<file path="src/rtl/vpulse_pkg.sv">
`timescale 1ns/1ps
// Package: shared types for the vertical pulse generator.
// Holds the region phase encoding and the per-cycle control decision bundle.
package vpulse_pkg;

    // Region phase: idle (output held) or running (counters advance)
    typedef enum logic {
        PH_IDLE = 1'b0,
        PH_RUN  = 1'b1
    } vpg_phase_e;

    // Control decisions made once per pixel clock by the top module
    typedef struct packed {
        logic cut;      // line sync terminates the region
        logic finish;   // natural end of the region
        logic advance;  // coarse counter steps
        logic run;      // fine counter steps
        logic apply;    // toggle hits may invert the output
    } vpg_ctl_t;

endpackage

</file>
<file path="src/rtl/vpg_prescale.sv">
`timescale 1ns/1ps
// Module: vpg_prescale
// Fine pixel counter that runs from 0 to cfg_len-1 and then wraps.
// In plain timing it is the pixel position inside the pattern. In scaled
// timing it is the prescaler that divides the pixel clock by cfg_len.
// Assumes cfg_len is nonzero whenever run is asserted.
module vpg_prescale #(
    parameter int LEN_W = 10
) (
    input  logic             clk,
    input  logic             rst_n,
    input  logic             clear,
    input  logic             run,
    input  logic [LEN_W-1:0] cfg_len,
    output logic [LEN_W-1:0] pix,
    output logic             wrap,
    output logic             pix_zero
);

    logic [LEN_W-1:0] pix_q;

    // Last pixel of a pattern (or of one prescaler period)
    assign wrap     = (pix_q == (cfg_len - LEN_W'(1)));
    // First pixel of a pattern (or of one coarse step)
    assign pix_zero = (pix_q == '0);
    assign pix      = pix_q;

    // Count pixels; wrap to zero at the end of the period; clear on start
    always_ff @(posedge clk) begin
        if (!rst_n) begin
            pix_q <= '0;
        end else if (clear) begin
            pix_q <= '0;
        end else if (run) begin
            pix_q <= wrap ? '0 : pix_q + LEN_W'(1);
        end
    end

endmodule

</file>
<file path="src/rtl/vpg_coarse.sv">
`timescale 1ns/1ps
// Module: vpg_coarse
// Coarse counter. In plain timing it counts the repetitions already
// completed. In scaled timing it counts the prescaler periods already
// completed. The top module guarantees that it never advances beyond the
// configured end value, so it needs no saturation.
module vpg_coarse #(
    parameter int REP_W = 12
) (
    input  logic             clk,
    input  logic             rst_n,
    input  logic             clear,
    input  logic             advance,
    output logic [REP_W-1:0] count
);

    logic [REP_W-1:0] count_q;

    assign count = count_q;

    // Step once per wrap of the fine counter; clear on start
    always_ff @(posedge clk) begin
        if (!rst_n) begin
            count_q <= '0;
        end else if (clear) begin
            count_q <= '0;
        end else if (advance) begin
            count_q <= count_q + REP_W'(1);
        end
    end

endmodule

</file>
<file path="src/rtl/vpg_toggle_bank.sv">
`timescale 1ns/1ps
// Module: vpg_toggle_bank
// One comparator per toggle position. It reports which toggles hit in the
// current cycle and the parity of all hits. A toggle value of zero is
// disabled. In plain timing a toggle hits when the fine count equals its
// value. In scaled timing it hits on the first pixel of the coarse step
// that equals its value. Purely combinational.
module vpg_toggle_bank #(
    parameter int NUM_TOG = 3,
    parameter int TOG_W   = 12,
    parameter int LEN_W   = 10,
    parameter int REP_W   = 12
) (
    input  logic [NUM_TOG-1:0][TOG_W-1:0] cfg_toggle,
    input  logic                          mult_en,
    input  logic [LEN_W-1:0]              pix,
    input  logic                          pix_zero,
    input  logic [REP_W-1:0]              coarse,
    output logic [NUM_TOG-1:0]            hit,
    output logic                          flip
);

    localparam int CMP_A = (TOG_W > LEN_W) ? TOG_W : LEN_W;
    localparam int CMP_W = (CMP_A > REP_W) ? CMP_A : REP_W;

    logic [CMP_W-1:0] pix_w;
    logic [CMP_W-1:0] coarse_w;

    assign pix_w    = CMP_W'(pix);
    assign coarse_w = CMP_W'(coarse);

    for (genvar g = 0; g < NUM_TOG; g++) begin : g_tog
        logic [CMP_W-1:0] tog_w;
        logic             tog_on;
        logic             hit_plain;
        logic             hit_scaled;

        assign tog_w      = CMP_W'(cfg_toggle[g]);
        assign tog_on     = (cfg_toggle[g] != '0);
        // Plain: pixel position inside the pattern equals the toggle value
        assign hit_plain  = (pix_w == tog_w);
        // Scaled: first pixel of the coarse step equal to the toggle value
        assign hit_scaled = pix_zero && (coarse_w == tog_w);
        assign hit[g]     = tog_on && (mult_en ? hit_scaled : hit_plain);
    end

    // An odd number of simultaneous hits inverts the output
    assign flip = ^hit;

endmodule

</file>
<file path="src/rtl/vpulse_gen.sv">
`timescale 1ns/1ps
// Module: vpulse_gen (top)
// Generates one vertical clock from a pattern group. A start strobe loads
// the start level and clears the counters. Toggle hits then invert the
// output until the region ends. The region ends on the last repetition
// (plain timing), on the configured coarse step (scaled timing), or early
// on a line sync unless sync suppression is set. Assumes the configuration
// is stable while a region runs.
module vpulse_gen #(
    parameter int NUM_TOG = 3,
    parameter int TOG_W   = 12,
    parameter int LEN_W   = 10,
    parameter int REP_W   = 12
) (
    input  logic                          clk,
    input  logic                          rst_n,
    input  logic                          line_sync,
    input  logic                          region_start,
    input  logic                          cfg_start_pol,
    input  logic [NUM_TOG-1:0][TOG_W-1:0] cfg_toggle,
    input  logic [LEN_W-1:0]              cfg_pat_len,
    input  logic [REP_W-1:0]              cfg_rep_cnt,
    input  logic                          cfg_sweep_en,
    input  logic                          cfg_mult_en,
    output logic                          vclk_out,
    output logic                          region_done
);
    import vpulse_pkg::*;

    localparam int CNT_W = REP_W + 1;

    vpg_phase_e         phase_q;
    logic               run_active;
    logic [LEN_W-1:0]   pix;
    logic               wrap;
    logic               pix_zero;
    logic [REP_W-1:0]   coarse;
    logic [NUM_TOG-1:0] hit;
    logic               flip;
    logic               last_rep;
    logic               step_reached;
    logic               len_zero;
    vpg_ctl_t           ctl;
    logic               vclk_q;
    logic               done_q;

    assign run_active = (phase_q == PH_RUN);
    assign len_zero   = (cfg_pat_len == '0);

    // Plain timing: this repetition is the last one (a count of 0 acts as 1)
    assign last_rep     = (CNT_W'(coarse) + CNT_W'(1)) >= CNT_W'(cfg_rep_cnt);
    // Scaled timing: the coarse count has reached the end step
    assign step_reached = (coarse >= cfg_rep_cnt);

    // Per-cycle decisions: a cut takes priority over a natural finish
    always_comb begin
        ctl.cut     = run_active && line_sync && !cfg_sweep_en;
        ctl.finish  = run_active && !ctl.cut &&
                      (cfg_mult_en ? (pix_zero && step_reached)
                                   : (wrap && last_rep));
        ctl.run     = run_active && !ctl.cut && !ctl.finish;
        ctl.advance = ctl.run && wrap;
        ctl.apply   = run_active && !ctl.cut;
    end

    vpg_prescale #(
        .LEN_W (LEN_W)
    ) u_prescale (
        .clk      (clk),
        .rst_n    (rst_n),
        .clear    (region_start),
        .run      (ctl.run),
        .cfg_len  (cfg_pat_len),
        .pix      (pix),
        .wrap     (wrap),
        .pix_zero (pix_zero)
    );

    vpg_coarse #(
        .REP_W (REP_W)
    ) u_coarse (
        .clk     (clk),
        .rst_n   (rst_n),
        .clear   (region_start),
        .advance (ctl.advance),
        .count   (coarse)
    );

    vpg_toggle_bank #(
        .NUM_TOG (NUM_TOG),
        .TOG_W   (TOG_W),
        .LEN_W   (LEN_W),
        .REP_W   (REP_W)
    ) u_toggles (
        .cfg_toggle (cfg_toggle),
        .mult_en    (cfg_mult_en),
        .pix        (pix),
        .pix_zero   (pix_zero),
        .coarse     (coarse),
        .hit        (hit),
        .flip       (flip)
    );

    // Region phase: enter on start with a nonzero length, leave on end or cut
    always_ff @(posedge clk) begin
        if (!rst_n) begin
            phase_q <= PH_IDLE;
        end else if (region_start) begin
            phase_q <= len_zero ? PH_IDLE : PH_RUN;
        end else if (ctl.cut || ctl.finish) begin
            phase_q <= PH_IDLE;
        end
    end

    // Output level: load on start, invert on an odd number of hits
    always_ff @(posedge clk) begin
        if (!rst_n) begin
            vclk_q <= 1'b0;
        end else if (region_start) begin
            vclk_q <= cfg_start_pol;
        end else if (ctl.apply && flip) begin
            vclk_q <= ~vclk_q;
        end
    end

    // End-of-region flag: high for one cycle after the ending edge
    always_ff @(posedge clk) begin
        if (!rst_n) begin
            done_q <= 1'b0;
        end else begin
            done_q <= !region_start && (ctl.cut || ctl.finish);
        end
    end

    assign vclk_out    = vclk_q;
    assign region_done = done_q;

endmodule

</file>
<file path="config.mk">
export PLATFORM = sky130hd
export DESIGN_NAME = vpulse_gen
export DESIGN_NICKNAME = d
export VERILOG_FILES = /design/src/rtl/vpulse_pkg.sv /design/src/rtl/vpg_prescale.sv /design/src/rtl/vpg_coarse.sv /design/src/rtl/vpg_toggle_bank.sv /design/src/rtl/vpulse_gen.sv
export SDC_FILE = /design/constraint.sdc
export NUM_CORES = 1
export LEC_CHECK = 0
export BUFFER_PORTS_ARGS = -buffer_cell sky130_fd_sc_hd__buf_2
export CORE_UTILIZATION = 45
export CTS_CLUSTER_SIZE = 30
export DETAILED_ROUTE_END_ITERATION = 6
export GPL_ROUTABILITY_DRIVEN = 1
export PLACE_DENSITY_LB_ADDON = 0.3
export SLEW_MARGIN = 0
export SYNTH_ARGS = -nofsm -noshare
export SYNTH_HDL_FRONTEND = slang
export SYNTH_SLANG_ARGS = --single-unit
export TNS_END_PERCENT = 10
</file>
<file path="constraint.sdc">
create_clock -name clk -period 4.4 [get_ports clk]
set_clock_uncertainty 0.05 [all_clocks]
set_input_delay 0.66 -clock clk [delete_from_list [all_inputs] [get_ports clk]]
set_output_delay 0.66 -clock clk [all_outputs]
set_load 0.02 [all_outputs]
</file>
# Word-level counts from Yosys, hierarchy flattened
# Index checks and enable logic that the tools add are counted.
# Widths: inputs -> output; s select.
dict set report classes {
  mux 10
  bitwise 2
  eq_ne 7
  order_cmp 2
  reduce_logical 30
  n_addsub 4
}
# cell count
set op_table {}
lappend op_table {{$eq 10x12->1} 3}
lappend op_table {{$eq 12x12->1} 3}
lappend op_table {{$reduce_bool 12->1} 3}
lappend op_table {{$logic_not 10->1} 2}
lappend op_table {{$logic_and 1x1->1} 16}
lappend op_table {{$add 12x1->13 const B} 1}
lappend op_table {{$ge 13x12->1} 1}
lappend op_table {{$add 12x1->12 const B} 1}
lappend op_table {{$ge 12x12->1} 1}
lappend op_table {{$add 10x1->10 const B} 1}
lappend op_table {{$eq 10x10->1} 1}
lappend op_table {{$mux 10} 1}
lappend op_table {{$sub 10x1->10 const B} 1}
lappend op_table {{$mux 1} 9}
lappend op_table {{$logic_not 1->1} 4}
lappend op_table {{$reduce_bool 2->1} 2}
lappend op_table {{$reduce_xor 3->1} 1}
lappend op_table {{$not 1->1} 2}
lappend op_table {{$reduce_or 2->1} 1}
lappend op_table {{$logic_or 1x1->1} 1}
dict set report totals {
  wordCells 60
  ff_bits 25
  out_inout_bits 2
  input_bits 65
}

# Longest topological paths before layout
dict set report depth {
  depth_word 8
  mapped_depth 16
  ltp_nobuf 14
}

# Hierarchy
# From an unflattened synthesis, not the netlist that was laid out.
dict set report unflattened {
  cells_unflattened 396
  hier_area_um2 3223.1
}
# mod seq_area_each_um2 area_per_inst_um2 cells_each n_inst
set modules_own_cells {}
lappend modules_own_cells {vpulse_gen 60.1 924.6 116 1}
lappend modules_own_cells {vpg_prescale 200.2 872.1 107 1}
lappend modules_own_cells {vpg_toggle_bank 0.0 868.3 113 1}
lappend modules_own_cells {vpg_coarse 240.2 558.0 60 1}

# Worst setup path before layout
# OpenSTA, ideal clock, no wires.
dict set report synth_path {
  kind {register -> register}
  start {reg u_coarse.count_q[2] (netlist: u_coarse.count[2])}
  end {reg u_prescale.pix_q[7] (netlist: u_prescale.pix[7])}
  path_buffers 1
  setup_time_ns 0.071
  t_arrival_ns 3.568
  required_ns 4.279
  stages_incl_launch_ff 16
  synth_period_minus_slack_ns 3.689
  slack_ns 0.711
  path_cell_list {dfxtp_1 -> clkbuf_1 -> nand3_1 -> or2_1 -> nor2_1 -> and3_1 -> nand3_1 -> xnor2_1 -> ha_1 -> a21oi_1 -> o31a_1 -> nand3_1 -> o21ai_1 -> o2111ai_1 -> or4_1 -> a21oi_1}
}
dict set report synth_between {
  elab_chain_cells 7
}
# element line_no
set synth_rtl {}
lappend synth_rtl {{start: declaration} vpg_coarse.sv:17} ;# logic [REP_W-1:0] count_q;
lappend synth_rtl {{start signal: assignment} vpg_coarse.sv:28} ;# count_q <= count_q + REP_W'(1);
lappend synth_rtl {{$add 12x1->13} vpulse_gen.sv:51} ;# assign last_rep = (CNT_W'(coarse) + CNT_W'(1)) >= CNT_W'(cfg_rep_cnt);
lappend synth_rtl {{$ge 13x12->1} vpulse_gen.sv:51}
lappend synth_rtl {{$logic_and 1x1->1} vpulse_gen.sv:60} ;# : (wrap && last_rep));
lappend synth_rtl {{$mux 1 *} vpulse_gen.sv:59} ;# (cfg_mult_en ? (pix_zero && step_reached)
lappend synth_rtl {{$logic_and 1x1->1 *} vpulse_gen.sv:58} ;# ctl.finish = run_active && !ctl.cut &&
lappend synth_rtl {{$logic_not 1->1 *} vpulse_gen.sv:61} ;# ctl.run = run_active && !ctl.cut && !ctl.finish;
lappend synth_rtl {{$logic_and 1x1->1 *} vpulse_gen.sv:61}
lappend synth_rtl {{end signal: assignment} vpg_prescale.sv:35} ;# pix_q <= wrap ? '0 : pix_q + LEN_W'(1);
lappend synth_rtl {{end: declaration} vpg_prescale.sv:20} ;# logic [LEN_W-1:0] pix_q;
# Mark *: on every way between the ends. The rest lies on a longest branch, timed or not.
# A chain may end at the register's enable or synchronous reset.

# Worst setup path after layout
dict set report layout_path {
  start {reg u_coarse.count_q[2] (netlist: u_coarse.count[2])}
  end {reg u_prescale.pix_q[1] (netlist: u_prescale.pix[1])}
}
# Same word-level chain as after synthesis.

==> flow_metrics.tcl <==
set metrics [dict create \
    status "finished clean" \
    yosysMostFrequentCell "xnor2_1" \
    max-cap-violations 0 \
    setup-violations-final 0 \
    seq_power_share_pct 44.2 \
    yosysTopAreaCellShare_pct 20.5 \
    async_reset_ff_share_pct 0 \
    areaGrowthSynthToFinish_pct 12.8 \
    cellLeakagePower_nw 1.37 \
    ir_worst_vdd_uv 115 \
    cts_setup_buffers 0 \
    routed.top_layer "met4" \
    hold_violations 0 \
    clockPowerShare_pct 26.8 \
    holdCritPathClass "reg -> reg" \
    holdBufCountCts 0 \
    cp_top_family "simple AND/OR/NAND/NOR gates" \
    die_h_microns 86.3 \
    htree_levels 1 \
    avgRoutedWirePerCell_microns 16.0 \
    die_w_microns 86.3 \
    cts_buffer_depth 2 \
    setup_ws_ns 0.437 \
    clock-sinks 25 \
    ant_nets 0 \
    power.net_switching_uw 164 \
    yosys_register_bits 25 \
    seq_area_frac_synth_pct 15.6 \
    fmax_mhz 252 \
    critPathMaxFanout 12 \
    drt-met1-wl_mm 3.98 \
    portBuffers 66 \
    critPathSlowestCell "o21ai_1" \
    grt_pass1_wl_mm 14.5 \
    synthTopCellsByCount "xnor2_1 (75), ha_1 (28), dfxtp_1 (25)" \
    viasPerCell 5.74 \
    grt-ovfl-total 0 \
    num_antenna_cells 0 \
    cts-root-buf "clkbuf_8" \
    core_region_area_sq_um 6830 \
    gp_congestion 0.959 \
    avgSynthCellArea_sq_um 7.69 \
    cts_buffers 3 \
    drt-initial-drc-count 293 \
    crit_path_max_incr_delay_ns 0.70 \
    grt_setup_unrepaired "no" \
    grt_pass1_vias 2992 \
    synth_area_sq_um 3200 \
    drive_gt1_share_pct 16.9 \
    ys_types 49 \
    finalHoldWorstSlack_ns 0.434 \
    ys.warnings.count 0 \
    finalMaxSlewViolations 0 \
    wl_met3_microns 614 \
    ioPinCount 67 \
    arrival_ns 4.07 \
    worstSetupEndpointType "flip-flop" \
    finalPower_uw 525 \
    cts_tree "yes" \
    met2RoutedLength_mm 4.21 \
    synth_largest_area_cell "xnor2_1" \
    stdcell_area_sq_um 3610 \
    share_comb_of_total_power_pct 29.0 \
    cp_num_buf_inv 1 \
    start_kind "flip-flop" \
    final.setup.tns_ns 0 \
    synthTopCellsByArea "xnor2_1 (21%), dfxtp_1 (16%), ha_1 (11%)" \
    synth_cells 416 \
    dp_hpwl_mm 7.14 \
    drt-total-wl_mm 8.94 \
    track_usage_pct 24.7 \
    path_clk_slew_ns 0.09 \
    place_ws_ns 0.491 \
    p_int_uw 361 \
    synth_fp_nets 509 \
    synth_ff_type "dfxtp_1" \
    swShare_pct 31.2 \
    cts_resized 0 \
    fin_nets 556 \
    power_density_nw_per_um2 146 \
    grt_start_max_net_pins 17 \
    placed_cell_area_sq_um 3560 \
    max_slew_margin_pct 41.1 \
    firstDrtPassIters 6 \
    worstSetupPathType "reg -> reg" \
    drc 0 \
    crit_required_ns 4.51 \
    placement_rows 30 \
    clk_latency_ns 0.27 \
    dieArea_sq_um 7450 \
    finalCritPeriodShare_pct 90.1 \
    crit_path_cell_trace "nand3_1 > or2_1 > nor2_1 > and3_1 > nand3_1 > xnor2_1 > ha_1 > a21oi_1 > o31a_1 > a21oi_1 > o21ai_1 > buf_4 > o21ai_1 > mux2i_1 > nor2_1" \
    synth_edf_count 0 \
    fin_crit_ns 3.96 \
    worstMarginPinSlew_ns 0.878 \
    vias 3203 \
    antenna_found_initial 0 \
    initial_core_util_pct 46.8 \
]
==> per-layer routing <==
layer  global-route usage, %  vias to the layer above
met5                       0                        -
met4                    4.55                        0
met3                    2.48                       14
met2                    43.5                      132
met1                    32.8                     1480
li1                        -                     1577
==> power by group through the flow <==
stage / clock [mW] / sequential, mW / combinational, mW
5_1_grt: 0.152 / 0.233 / 0.167
6_report: 0.141 / 0.232 / 0.152
4_1_cts: 0.142 / 0.232 / 0.151
3_5_place_dp: 0 / 0.237 / 0.150
2_1_floorplan: 0 / 0.236 / 0.0871
3_3_place_gp: 0 / 0.237 / 0.148
==> worst register-to-register path: stages, from the launching register on <==
cell     delay (ns)
dfxtp_1        0.59
nand3_1        0.21
or2_1          0.32
nor2_1         0.24
and3_1         0.25
nand3_1        0.14
xnor2_1        0.18
ha_1           0.31
a21oi_1        0.07
o31a_1         0.11
a21oi_1        0.12
o21ai_1        0.07
buf_4          0.17
o21ai_1        0.70
mux2i_1        0.27
nor2_1         0.05
==> registers in the layout (all words and copies together) (netlist names) <==
register / cells
u_coarse.count: 12
u_prescale.pix: 10
phase_q: 1
region_done: 1
vclk_out: 1
==> kinds of logic (layout without fill, tap and decap cells) <==
| logic type | Yosys count | after routing | synth area share [%] |
|---|---|---|---|
| AOI/OAI and AO/OA | 70 | 70 | 14.8 |
| buffers and inverters | 49 | 95 | 5.95 |
| xor gates and xnor gates | 95 | 95 | 26.0 |
| and+or+nand+nor | 146 | 146 | 25.7 |
| muxes | 3 | 3 | 0.939 |
| DFF | 25 | 25 | 15.6 |
| adders and majority gates | 28 | 28 | 11.0 |
==> through the flow <==
stage	util [%]	instances
6_report	52.8	558
4_1_cts	52.8	558
2_1_floorplan	-	416
5_1_grt	52.8	558
3_3_place_gp	52.2	554
3_5_place_dp	52.2	554
==> placed cells by master, fill, tap and decap left out, types with 16 or more instances in the layout <==
master,Yosys,final
dfxtp_1,25,25
nand2_1,16,16
buf_2,2,66
ha_1,28,28
inv_1,22,22
nand4_1,24,24
nor2_1,16,16
xnor2_1,75,75
nor4_1,17,17
nand3_1,20,20
xor2_1,20,20
a21oi_1,22,22
==> path summary, 6_finish.rpt <==
| path | endpoint | slack [ns] | cells after the start | start |
|---|---|---|---|---|
| max reg2reg | u_prescale.pix[1]$_SDFFE_PP0P_ | 0.44 | 15 | u_coarse.count[2]$_SDFFE_PP0P_ |
| min | region_done$_SDFF_PN0_ | 0.43 | 1 | phase_q$_SDFFE_PN0P_ |
| min reg2reg | region_done$_SDFF_PN0_ | 0.43 | 1 | phase_q$_SDFFE_PN0P_ |
| max | u_prescale.pix[1]$_SDFFE_PP0P_ | 0.44 | 15 | u_coarse.count[2]$_SDFFE_PP0P_ |
==> area by class of cell <==
cell class / count / area [sq um]
Fill cell: 665 / 3220
Multi-Input combinational cell: 342 / 2510
Sequential cell: 25 / 500
Timing Repair Buffer: 69 / 353
Tap cell: 96 / 120
Inverter: 22 / 82.6
Clock buffer: 4 / 45.0
No activity file was read; power rests on OpenSTA's default activity.
